--- config.mk ---
export PLATFORM = sky130hd
export DESIGN_NAME = radix16_sig_mul
export DESIGN_NICKNAME = d
export VERILOG_FILES = /design/src/rtl/rsm_pkg.sv /design/src/rtl/rsm_ctrl.sv /design/src/rtl/rsm_step.sv /design/src/rtl/rsm_norm.sv /design/src/rtl/radix16_sig_mul.sv
export SDC_FILE = /design/constraint.sdc
export NUM_CORES = 1
export LEC_CHECK = 0
export BUFFER_PORTS_ARGS = -buffer_cell sky130_fd_sc_hd__clkbuf_2
export CAP_MARGIN = 20
export CORE_MARGIN = 4
export CORE_UTILIZATION = 40
export DETAILED_ROUTE_END_ITERATION = 12
export HOLD_SLACK_MARGIN = 0.05
export MAX_ROUTING_LAYER = met4
export SLEW_MARGIN = 20
export SYNTH_ARGS = -nofsm -noshare
export SYNTH_HDL_FRONTEND = slang
export SYNTH_SLANG_ARGS = --single-unit
--- constraint.sdc ---
create_clock -name clk -period 9.22 [get_ports clk]
set_input_delay 1.844 -clock clk [delete_from_list [all_inputs] [get_ports clk]]
set_output_delay 1.844 -clock clk [all_outputs]
set_load 0.01 [all_outputs]
--- src/rtl/rsm_pkg.sv ---
// Shared types for the radix-16 significand multiplier.
package rsm_pkg;
    typedef enum logic [1:0] {
        ST_IDLE = 2'd0,
        ST_RUN  = 2'd1,
        ST_FIN  = 2'd2
    } rsm_state_t;
endpackage

--- src/rtl/rsm_ctrl.sv ---
// Sequencer: accepts start when idle, runs ITER nibble steps, then one
// finishing cycle. Assumes ITER >= 1.
module rsm_ctrl
    import rsm_pkg::*;
#(
    parameter int ITER = 14
) (
    input  logic clk,
    input  logic rst_n,
    input  logic start,
    output logic busy,
    output logic load,
    output logic step,
    output logic finish
);
    localparam int CNT_W = (ITER > 1) ? $clog2(ITER) : 1;
    localparam logic [CNT_W-1:0] LAST = CNT_W'(ITER - 1);

    rsm_state_t         state;
    logic [CNT_W-1:0]   cnt;

    assign busy   = (state != ST_IDLE);
    assign load   = start && (state == ST_IDLE);
    assign step   = (state == ST_RUN);
    assign finish = (state == ST_FIN);

    // State and step counter update.
    always_ff @(posedge clk) begin
        if (!rst_n) begin
            state <= ST_IDLE;
            cnt   <= '0;
        end else begin
            case (state)
                ST_IDLE: if (start) begin
                    state <= ST_RUN;
                    cnt   <= '0;
                end
                ST_RUN: begin
                    if (cnt == LAST) state <= ST_FIN;
                    cnt <= cnt + 1'b1;
                end
                ST_FIN:  state <= ST_IDLE;
                default: state <= ST_IDLE;
            endcase
        end
    end
endmodule

--- src/rtl/rsm_step.sv ---
// One radix-16 shift-and-add step: the low nibble of the accumulator is
// folded into sticky, the accumulator moves right by RAD bits, and each
// set bit k of the multiplier nibble adds the multiplicand shifted by k.
// Assumes the widths leave headroom, so no sum overflows ACC_W.
module rsm_step #(
    parameter int ACC_W = 64,
    parameter int RAD   = 4
) (
    input  logic [ACC_W-1:0] acc,
    input  logic [ACC_W-1:0] mcand,
    input  logic [RAD-1:0]   nib,
    input  logic             st_in,
    output logic [ACC_W-1:0] acc_nx,
    output logic             st_nx
);
    logic [ACC_W-1:0] part [RAD];

    for (genvar k = 0; k < RAD; k++) begin : g_part
        assign part[k] = nib[k] ? (mcand << k) : '0;
    end

    // Sum the shifted accumulator with the selected partial products.
    always_comb begin
        acc_nx = acc >> RAD;
        for (int k = 0; k < RAD; k++) acc_nx = acc_nx + part[k];
        st_nx = st_in | (|acc[RAD-1:0]);
    end
endmodule

--- src/rtl/rsm_norm.sv ---
// Final alignment: when the leading product bit sits at LEAD the exponent
// is bumped, otherwise the product moves up one place. It then splits off
// the retained field, the guard bit and the remaining sticky bits.
// Assumes normalised inputs, so the leading bit is at LEAD or LEAD-1.
module rsm_norm #(
    parameter int ACC_W = 64,
    parameter int SIG_W = 53,
    parameter int EXP_W = 13,
    parameter int LEAD  = 60
) (
    input  logic [ACC_W-1:0]        acc,
    input  logic                    st_in,
    input  logic signed [EXP_W-1:0] exp_in,
    output logic [SIG_W-1:0]        sig,
    output logic signed [EXP_W-1:0] exp_o,
    output logic                    grd,
    output logic                    stk
);
    localparam int GPOS = LEAD - SIG_W;

    logic             carry;
    logic [ACC_W-1:0] aligned;

    // Align, then split into significand, guard and sticky.
    always_comb begin
        carry   = acc[LEAD];
        aligned = carry ? acc : (acc << 1);
        sig     = aligned[LEAD -: SIG_W];
        grd     = aligned[GPOS];
        stk     = st_in | (|aligned[GPOS-1:0]);
        exp_o   = exp_in + $signed({{(EXP_W-1){1'b0}}, carry});
    end
endmodule

--- src/rtl/radix16_sig_mul.sv ---
// Iterative significand multiplier that retires RAD multiplier bits per
// clock. Result registers are written only on the finishing cycle and hold
// until the next operation. Assumes both significands have their top bit set.
module radix16_sig_mul #(
    parameter int SIG_W = 53,
    parameter int EXP_W = 13,
    parameter int RAD   = 4,
    parameter int GRD   = 7
) (
    input  logic                    clk,
    input  logic                    rst_n,
    input  logic                    start,
    input  logic [SIG_W-1:0]        sig_a,
    input  logic [SIG_W-1:0]        sig_b,
    input  logic signed [EXP_W-1:0] exp_in,
    output logic                    busy,
    output logic                    done,
    output logic [SIG_W-1:0]        sig_out,
    output logic signed [EXP_W-1:0] exp_out,
    output logic                    guard,
    output logic                    sticky
);
    localparam int ITER  = (SIG_W + RAD - 1) / RAD;
    localparam int ACC_W = SIG_W + GRD + RAD;
    localparam int LEAD  = 2 * SIG_W - 1 + GRD - RAD * (ITER - 1);
    localparam int PAD_W = ACC_W - SIG_W - GRD;

    logic                    load, step, finish;
    logic [ACC_W-1:0]        acc_r, mc_r, acc_nx;
    logic [SIG_W-1:0]        mp_r;
    logic                    st_r, st_nx;
    logic signed [EXP_W-1:0] exp_r;
    logic [SIG_W-1:0]        n_sig;
    logic signed [EXP_W-1:0] n_exp;
    logic                    n_grd, n_stk;

    rsm_ctrl #(.ITER(ITER)) u_ctrl (
        .clk(clk), .rst_n(rst_n), .start(start),
        .busy(busy), .load(load), .step(step), .finish(finish)
    );

    rsm_step #(.ACC_W(ACC_W), .RAD(RAD)) u_step (
        .acc(acc_r), .mcand(mc_r), .nib(mp_r[RAD-1:0]), .st_in(st_r),
        .acc_nx(acc_nx), .st_nx(st_nx)
    );

    rsm_norm #(.ACC_W(ACC_W), .SIG_W(SIG_W), .EXP_W(EXP_W), .LEAD(LEAD)) u_norm (
        .acc(acc_r), .st_in(st_r), .exp_in(exp_r),
        .sig(n_sig), .exp_o(n_exp), .grd(n_grd), .stk(n_stk)
    );

    // Working registers: load operands, then iterate one nibble per cycle.
    always_ff @(posedge clk) begin
        if (!rst_n) begin
            acc_r <= '0;
            mc_r  <= '0;
            mp_r  <= '0;
            st_r  <= 1'b0;
            exp_r <= '0;
        end else if (load) begin
            acc_r <= '0;
            mc_r  <= {{PAD_W{1'b0}}, sig_b, {GRD{1'b0}}};
            mp_r  <= sig_a;
            st_r  <= 1'b0;
            exp_r <= exp_in;
        end else if (step) begin
            acc_r <= acc_nx;
            st_r  <= st_nx;
            mp_r  <= mp_r >> RAD;
        end
    end

    // Result registers and completion strobe.
    always_ff @(posedge clk) begin
        if (!rst_n) begin
            sig_out <= '0;
            exp_out <= '0;
            guard   <= 1'b0;
            sticky  <= 1'b0;
            done    <= 1'b0;
        end else begin
            done <= finish;
            if (finish) begin
                sig_out <= n_sig;
                exp_out <= n_exp;
                guard   <= n_grd;
                sticky  <= n_stk;
            end
        end
    end
endmodule

* After elaboration in Yosys (flattened, before gate mapping)
Index checks and enable logic that the tools add are counted.
** Word-level totals
- Flip-flop bits (word level) :: 259
- Input bits :: 122
** Cells by class
- Add/subtract/negate cells :: 6
- Multiplexer cells :: 12
- Eq/ne operators :: 5
- Reduce and logical (&&, ||, !) cells :: 10
- Bitwise gates (word level) :: 3
** Operator list (count)
- adder 64 bit :: 2
- two-way mux 61 bit :: 2
- two-way mux 53 bit :: 2
- adder 64 x 63 -> 64 bit :: 1
- two-way mux 63 bit :: 1
- two-way mux 62 bit :: 1
- adder 60 x 60 -> 61 bit :: 1
- two-way mux 60 bit :: 1
- adder 13 x 2 -> 13 bit :: 1
- case mux 4 bit (2 select lines) :: 1
- OR reduction 7 bit :: 1
- nonzero test 2 bit :: 3
- adder 4 x 1 -> 4 bit (second input constant) :: 1
- equality test 4 bit (second input constant) :: 1
- two-way mux 2 bit :: 2
- two-way mux 4 bit :: 1
- case mux 2 bit (2 select lines) :: 1
- AND reduction 2 bit :: 2
- OR reduction 4 bit :: 1
- equality test 2 x 1 -> 1 bit (second input constant) :: 1
- equality test 2 bit (second input constant) :: 1
- zero test 2 bit :: 1
- != test 2 x 1 -> 1 bit (second input constant) :: 1
- != test 2 bit (second input constant) :: 1
- 4 further kinds :: 5

* Longest topological paths before layout
- Depth in word-level cells :: 5
- Gate-level depth with buffers :: 30
- Mapped depth without buffers :: 28

* Modules after synthesis
From an unflattened synthesis, not the netlist that was laid out.
** Second synthesis, totals
- Cells, all modules :: 2361
- Area total of the unflattened synthesis :: 21021.4 um2
** By module, submodules not included
- radix16_sig_mul :: cells an instance 881, area an instance 10008.3 um2, sequential area each 5064.9 um2, times used 1
- rsm_step :: cells an instance 1349, area an instance 9813.2 um2, sequential area each 0.0 um2, times used 1
- rsm_norm :: cells an instance 95, area an instance 890.9 um2, sequential area each 0.0 um2, times used 1
- rsm_ctrl :: cells an instance 36, area an instance 309.0 um2, sequential area each 120.1 um2, times used 1

* Worst setup path before layout
Ideal clock, no wire load.
- Path kind :: reg-to-reg
- Start point :: reg mp_r[0]
- End point :: reg acc_r[60]
- Cell stages (with the launch flop) :: 31
- Data required time :: 9.090 ns
- Path buffers :: 2
- Path slack :: 2.626 ns
- Data arrival time :: 6.464 ns
- Cells stage by stage :: dfxtp_1 -> clkbuf_1 -> and2_1 -> ha_1 -> fa_1 -> a21o_1 -> a221oi_2 -> nor3_1 -> a2111o_1 -> a31oi_1 -> o21bai_1 -> a21oi_2 -> o31ai_1 -> a21oi_1 -> xnor2_1 -> fa_1 -> inv_1 -> fa_1 -> inv_1 -> ha_1 -> clkbuf_1 -> a21o_1 -> a31oi_1 -> o21a_1 -> nand3_1 -> a221oi_1 -> nor2_1 -> a31o_2 -> a211oi_1 -> xor2_1 -> o21ai_0
** Between the ends
- Word-level cells in the longest chain between the ends :: 5
** RTL lines
- start, declared :: RTL line radix16_sig_mul.sv:30 : logic [SIG_W-1:0] mp_r;
- start signal, assigned :: RTL line radix16_sig_mul.sv:63 : mp_r <= sig_a;
- start signal, assigned :: RTL line radix16_sig_mul.sv:69 : mp_r <= mp_r >> RAD;
- two-way mux 60 bit :: RTL line rsm_step.sv:19 : assign part[k] = nib[k] ? (mcand << k) : '0;
- adder 60 x 60 -> 61 bit :: RTL line rsm_step.sv:25 : for (int k = 0; k < RAD; k++) acc_nx = acc_nx + part[k];
- adder 64 bit (2 in series) :: RTL line rsm_step.sv:25
- adder 64 x 63 -> 64 bit :: RTL line rsm_step.sv:25
- end signal, assigned :: RTL line radix16_sig_mul.sv:67 : acc_r <= acc_nx;
- end, declared :: RTL line radix16_sig_mul.sv:29 : logic [ACC_W-1:0] acc_r, mc_r, acc_nx;
Every way passes these cells.
A chain may end at the register's enable or synchronous reset.

* Worst setup path after layout
Same ends and word-level chain as after synthesis.

==> key figures <==
Clock tree
  – Clock Path Buffers: 3
  – CTS tree: built
  – Post-CTS sizing: 0
  – Worst skew pair latency: 550 ps
  – Post-CTS setup buffer count: 0
  – Hold buffers post-CTS: 0
  – Clk slew on worst S/H paths: 60 ps
  – CTS Buf Count: 34
  – CTS sink cnt: 259
  – H-tree depth: 2
  – Clock root cell: clkbuf_16

Timing
  – Number of endpoints failing setup at the final stage: 0
  – Hold_ws: 457 ps
  – Hold Vio Cnt, Final: 0
  – RSZ-0062 raised after global routing: false
  – Skew final: 24.2 ps
  – Fin crit share: 80.4%
  – Tightest Pin Transition: 1070 ps
  – Min Clock Period, post-route: 7410 ps
  – Slew HR: 28.5%
  – Final Slew Violations: 0
  – Max Fclk: 0.135 GHz
  – Post-route setup TNS: 0 ps

Detailed routing
  – Vias: 18200
  – Number of DRC markers in iteration 0: 1242
  – Antenna Nets Post-Route: 0
  – Pre-antenna DRT Iters: 6
  – Average wire per standard cell: 18.0 um
  – Routed WL: 60500 um
  – DRC: 0
  – Vias per std cell: 5.41

Floorplan
  – Die height: 234 um
  – I/O pin total: 192
  – Die area: 54800 um^2
  – Starting Density: 40.6%
  – Row cnt: 82
  – Die width: 234 um
  – Core box area: 50400 um^2

Logic synthesis
  – Post-synthesis sequential area ratio: 25.4%
  – Synth warn: 0
  – Synthesized netlist cell count: 2576
  – FFs w/ async S/R, synth: 0%
  – Synth Cell Area: 20400 um^2
  – Number of flops mapped to enable cells by yosys: 0
  – Synth Area per Inst: 7.94 um^2
  – Flops & latches, synth: 259
  – Synth Net Count: 2918
  – Synth unique cells: 71
  – Ys flop type: dfxtp_1

Final layout
  – Footprint of the multi-input gates: 13900 um^2
  – Final #Nets: 3001
  – Fraction of layout cells with a size suffix above 1: 11.0%
  – Area Overhead vs Synth: 12.7%
  – Filler cell count: 5025
  – Fin cells: 3357
  – FF/Latch Area: 5190 um^2

Pwr
  – PD cells: 132 nW/um^2
  – Register share of total power: 39.6%
  – Clock power share: 48.6%
  – Switching Fraction: 26.8%
  – Pint: 0.00222 W
  – Worst IR Drop VDD: 105 uV
  – Comb pwr share: 11.8%
  – Net Switching: 0.000812 W
  – Pleak: 11.2 nW

Critical path
  – WS Path Type: reg2reg
  – Maximum fanout along the worst path: 13
  – CP dominant cell by count: fa_1
  – Setup crit start kind: flop
  – CP max stage cell: fa_1
  – WP data required: 9610 ps
  – Slowest Stage Delay on Critical Path: 550 ps
  – WP data arrival: 7810 ps
  – Critical path endpoint category: flop

Global route
  – Total GRT Usage: 22.6%
  – Global-route wire length before repair: 98000 um
  – Number of antenna violations at the first check in global routing: 1
  – Vias in the first global route: 18100
  – Largest net degree at the start of global routing: 101
  – Overflow after GRT: 0

Placed design
  – HPWL Detailed: 45500 um
  – Routability congestion estimate: 0.925
  – Port Buffers: 191
  – DP Cell Count: 3295

Outcome
  – Status: finished clean

Hold path
  – Hold crit path type: reg2reg

Flow run
  – Max-cap violations: 0
per-layer routing:
layer | vias to the layer above | GRT usage (%) | wire, um
met4 | 0 | 6.02 | 1460
met5 | - | - | 0
li1 | 8856 | - | -
met2 | 446 | 36.1 | 28000
met3 | 97 | 2.67 | 2830
met1 | 8771 | 30.5 | 28100
worst paths after layout:
path | start | endpoint | slack (ps) | depth (start not counted)
max | mp_r[0]$_SDFFE_PN0P_ | acc_r[60]$_SDFFE_PP0P_ | 1810 | 29
min | u_ctrl.cnt[3]$_SDFFE_PN0P_ | u_ctrl.cnt[3]$_SDFFE_PN0P_ | 460 | 1
max reg2reg | mp_r[0]$_SDFFE_PN0P_ | acc_r[60]$_SDFFE_PP0P_ | 1810 | 29
min reg2reg | u_ctrl.cnt[3]$_SDFFE_PN0P_ | u_ctrl.cnt[3]$_SDFFE_PN0P_ | 460 | 1
Yosys cell counts, drive strengths merged, types with 3 or more instances:
| cell | n | area, um^2 |
|---|---|---|
| a2111oi | 4 | 35.0 |
| a211oi | 19 | 143 |
| a21boi | 126 | 950 |
| a21o | 73 | 548 |
| a21oi | 162 | 822 |
| a221oi | 5 | 62.6 |
| a22oi | 52 | 390 |
| a31o | 3 | 26.3 |
| a31oi | 13 | 81.3 |
| and2 | 161 | 1010 |
| and3 | 14 | 87.6 |
| and4 | 4 | 35.0 |
| buf | 8 | 31.3 |
| clkbuf | 153 | 574 |
| dfxtp | 259 | 5180 |
| fa | 105 | 2100 |
| ha | 115 | 1440 |
| inv | 223 | 837 |
| mux2i | 60 | 601 |
| nand2 | 488 | 1830 |
| nand2b | 12 | 75.1 |
| nand3 | 37 | 185 |
| nand4 | 30 | 194 |
| nor2 | 78 | 293 |
| nor2b | 11 | 68.8 |
| nor3 | 16 | 80.1 |
| nor3b | 5 | 37.5 |
| nor4 | 4 | 25.0 |
| o211a | 67 | 671 |
| o211ai | 9 | 67.6 |
| o21a | 12 | 90.1 |
| o21ai | 70 | 362 |
| o21bai | 24 | 180 |
| o22ai | 5 | 31.3 |
| o31ai | 8 | 73.8 |
| or3 | 7 | 43.8 |
| or4 | 3 | 22.5 |
| xnor2 | 57 | 499 |
| xor2 | 47 | 412 |
state kept, by name (all words and copies together), names as in the netlist:
name	cells
st_r	1
guard	1
exp_out	13
acc_r	64
u_ctrl.state	2
u_ctrl.cnt	4
mc_r	53
done	1
exp_r	13
sticky	1
mp_r	53
sig_out	53
worst max-delay path, delay by kind of cell, from the launching register on:
family	cells	cell delay, ps
simple gates	4	550
flops	1	300
compound gates	15	3770
fa+ha+maj	5	2090
xor+xnor	2	290
buf+inv	3	290
cells in the final DEF, fill, tap and decap left out, types with 29 or more instances in the layout:
master,instances
xnor2_1,57
a21oi_1,159
o21ai_0,63
nand2_1,486
clkbuf_2,190
nand3_1,37
a21o_1,73
nor2_1,77
inv_1,223
a22oi_1,52
fa_1,105
o211a_1,67
xor2_1,47
dfxtp_1,257
a21boi_0,124
nand4_1,29
clkbuf_16,37
mux2i_1,60
ha_1,115
and2_1,160
kinds of logic after synthesis:
group	after synthesis	synth area share (%)
AND/OR/NAND/NOR	877	19.8
AO/OA/AOI/OAI	672	23.1
buffers and inverters	384	7.06
flip-flops	259	25.4
adder cells (fa/ha/maj)	220	17.3
XOR/XNOR	104	4.45
multiplexers	60	2.94
power by group through the flow:
stage / sequential [W] / combinational [W] / clock (W)
6_report: 0.00120 / 0.000357 / 0.00147
2_1_floorplan: 0.00121 / 0.000250 / 0
3_5_place_dp: 0.00123 / 0.000359 / 0
3_3_place_gp: 0.00122 / 0.000354 / 0
5_1_grt: 0.00121 / 0.000404 / 0.00155
4_1_cts: 0.00120 / 0.000361 / 0.00151
area by class of cell:
cell class	instances	area share, %
multi-input combinational	1933	60.1
inverter	223	3.63
clock buffer	45	4.36
antenna	1	0.0109
clock inverter	16	1.04
tap	672	3.65
sequential	259	22.5
timing repair buffer	208	4.71
per-stage QoR:
| step | cell area [um^2] | total power [W] | util (%) | setup slack, ps |
|---|---|---|---|---|
| final | 23100 | 0.00303 | 45.8 | 1810 |
| after global routing | 23100 | 0.00316 | 45.8 | 1290 |
| after CTS | 23100 | 0.00308 | 45.8 | 1830 |
| after detailed placement | 21800 | 0.00158 | 43.3 | 1860 |
| after global placement | 21800 | 0.00158 | 43.3 | 2010 |
| after floorplan | 20400 | 0.00146 | - | 2630 |
Power figures use the tool's default switching activity.
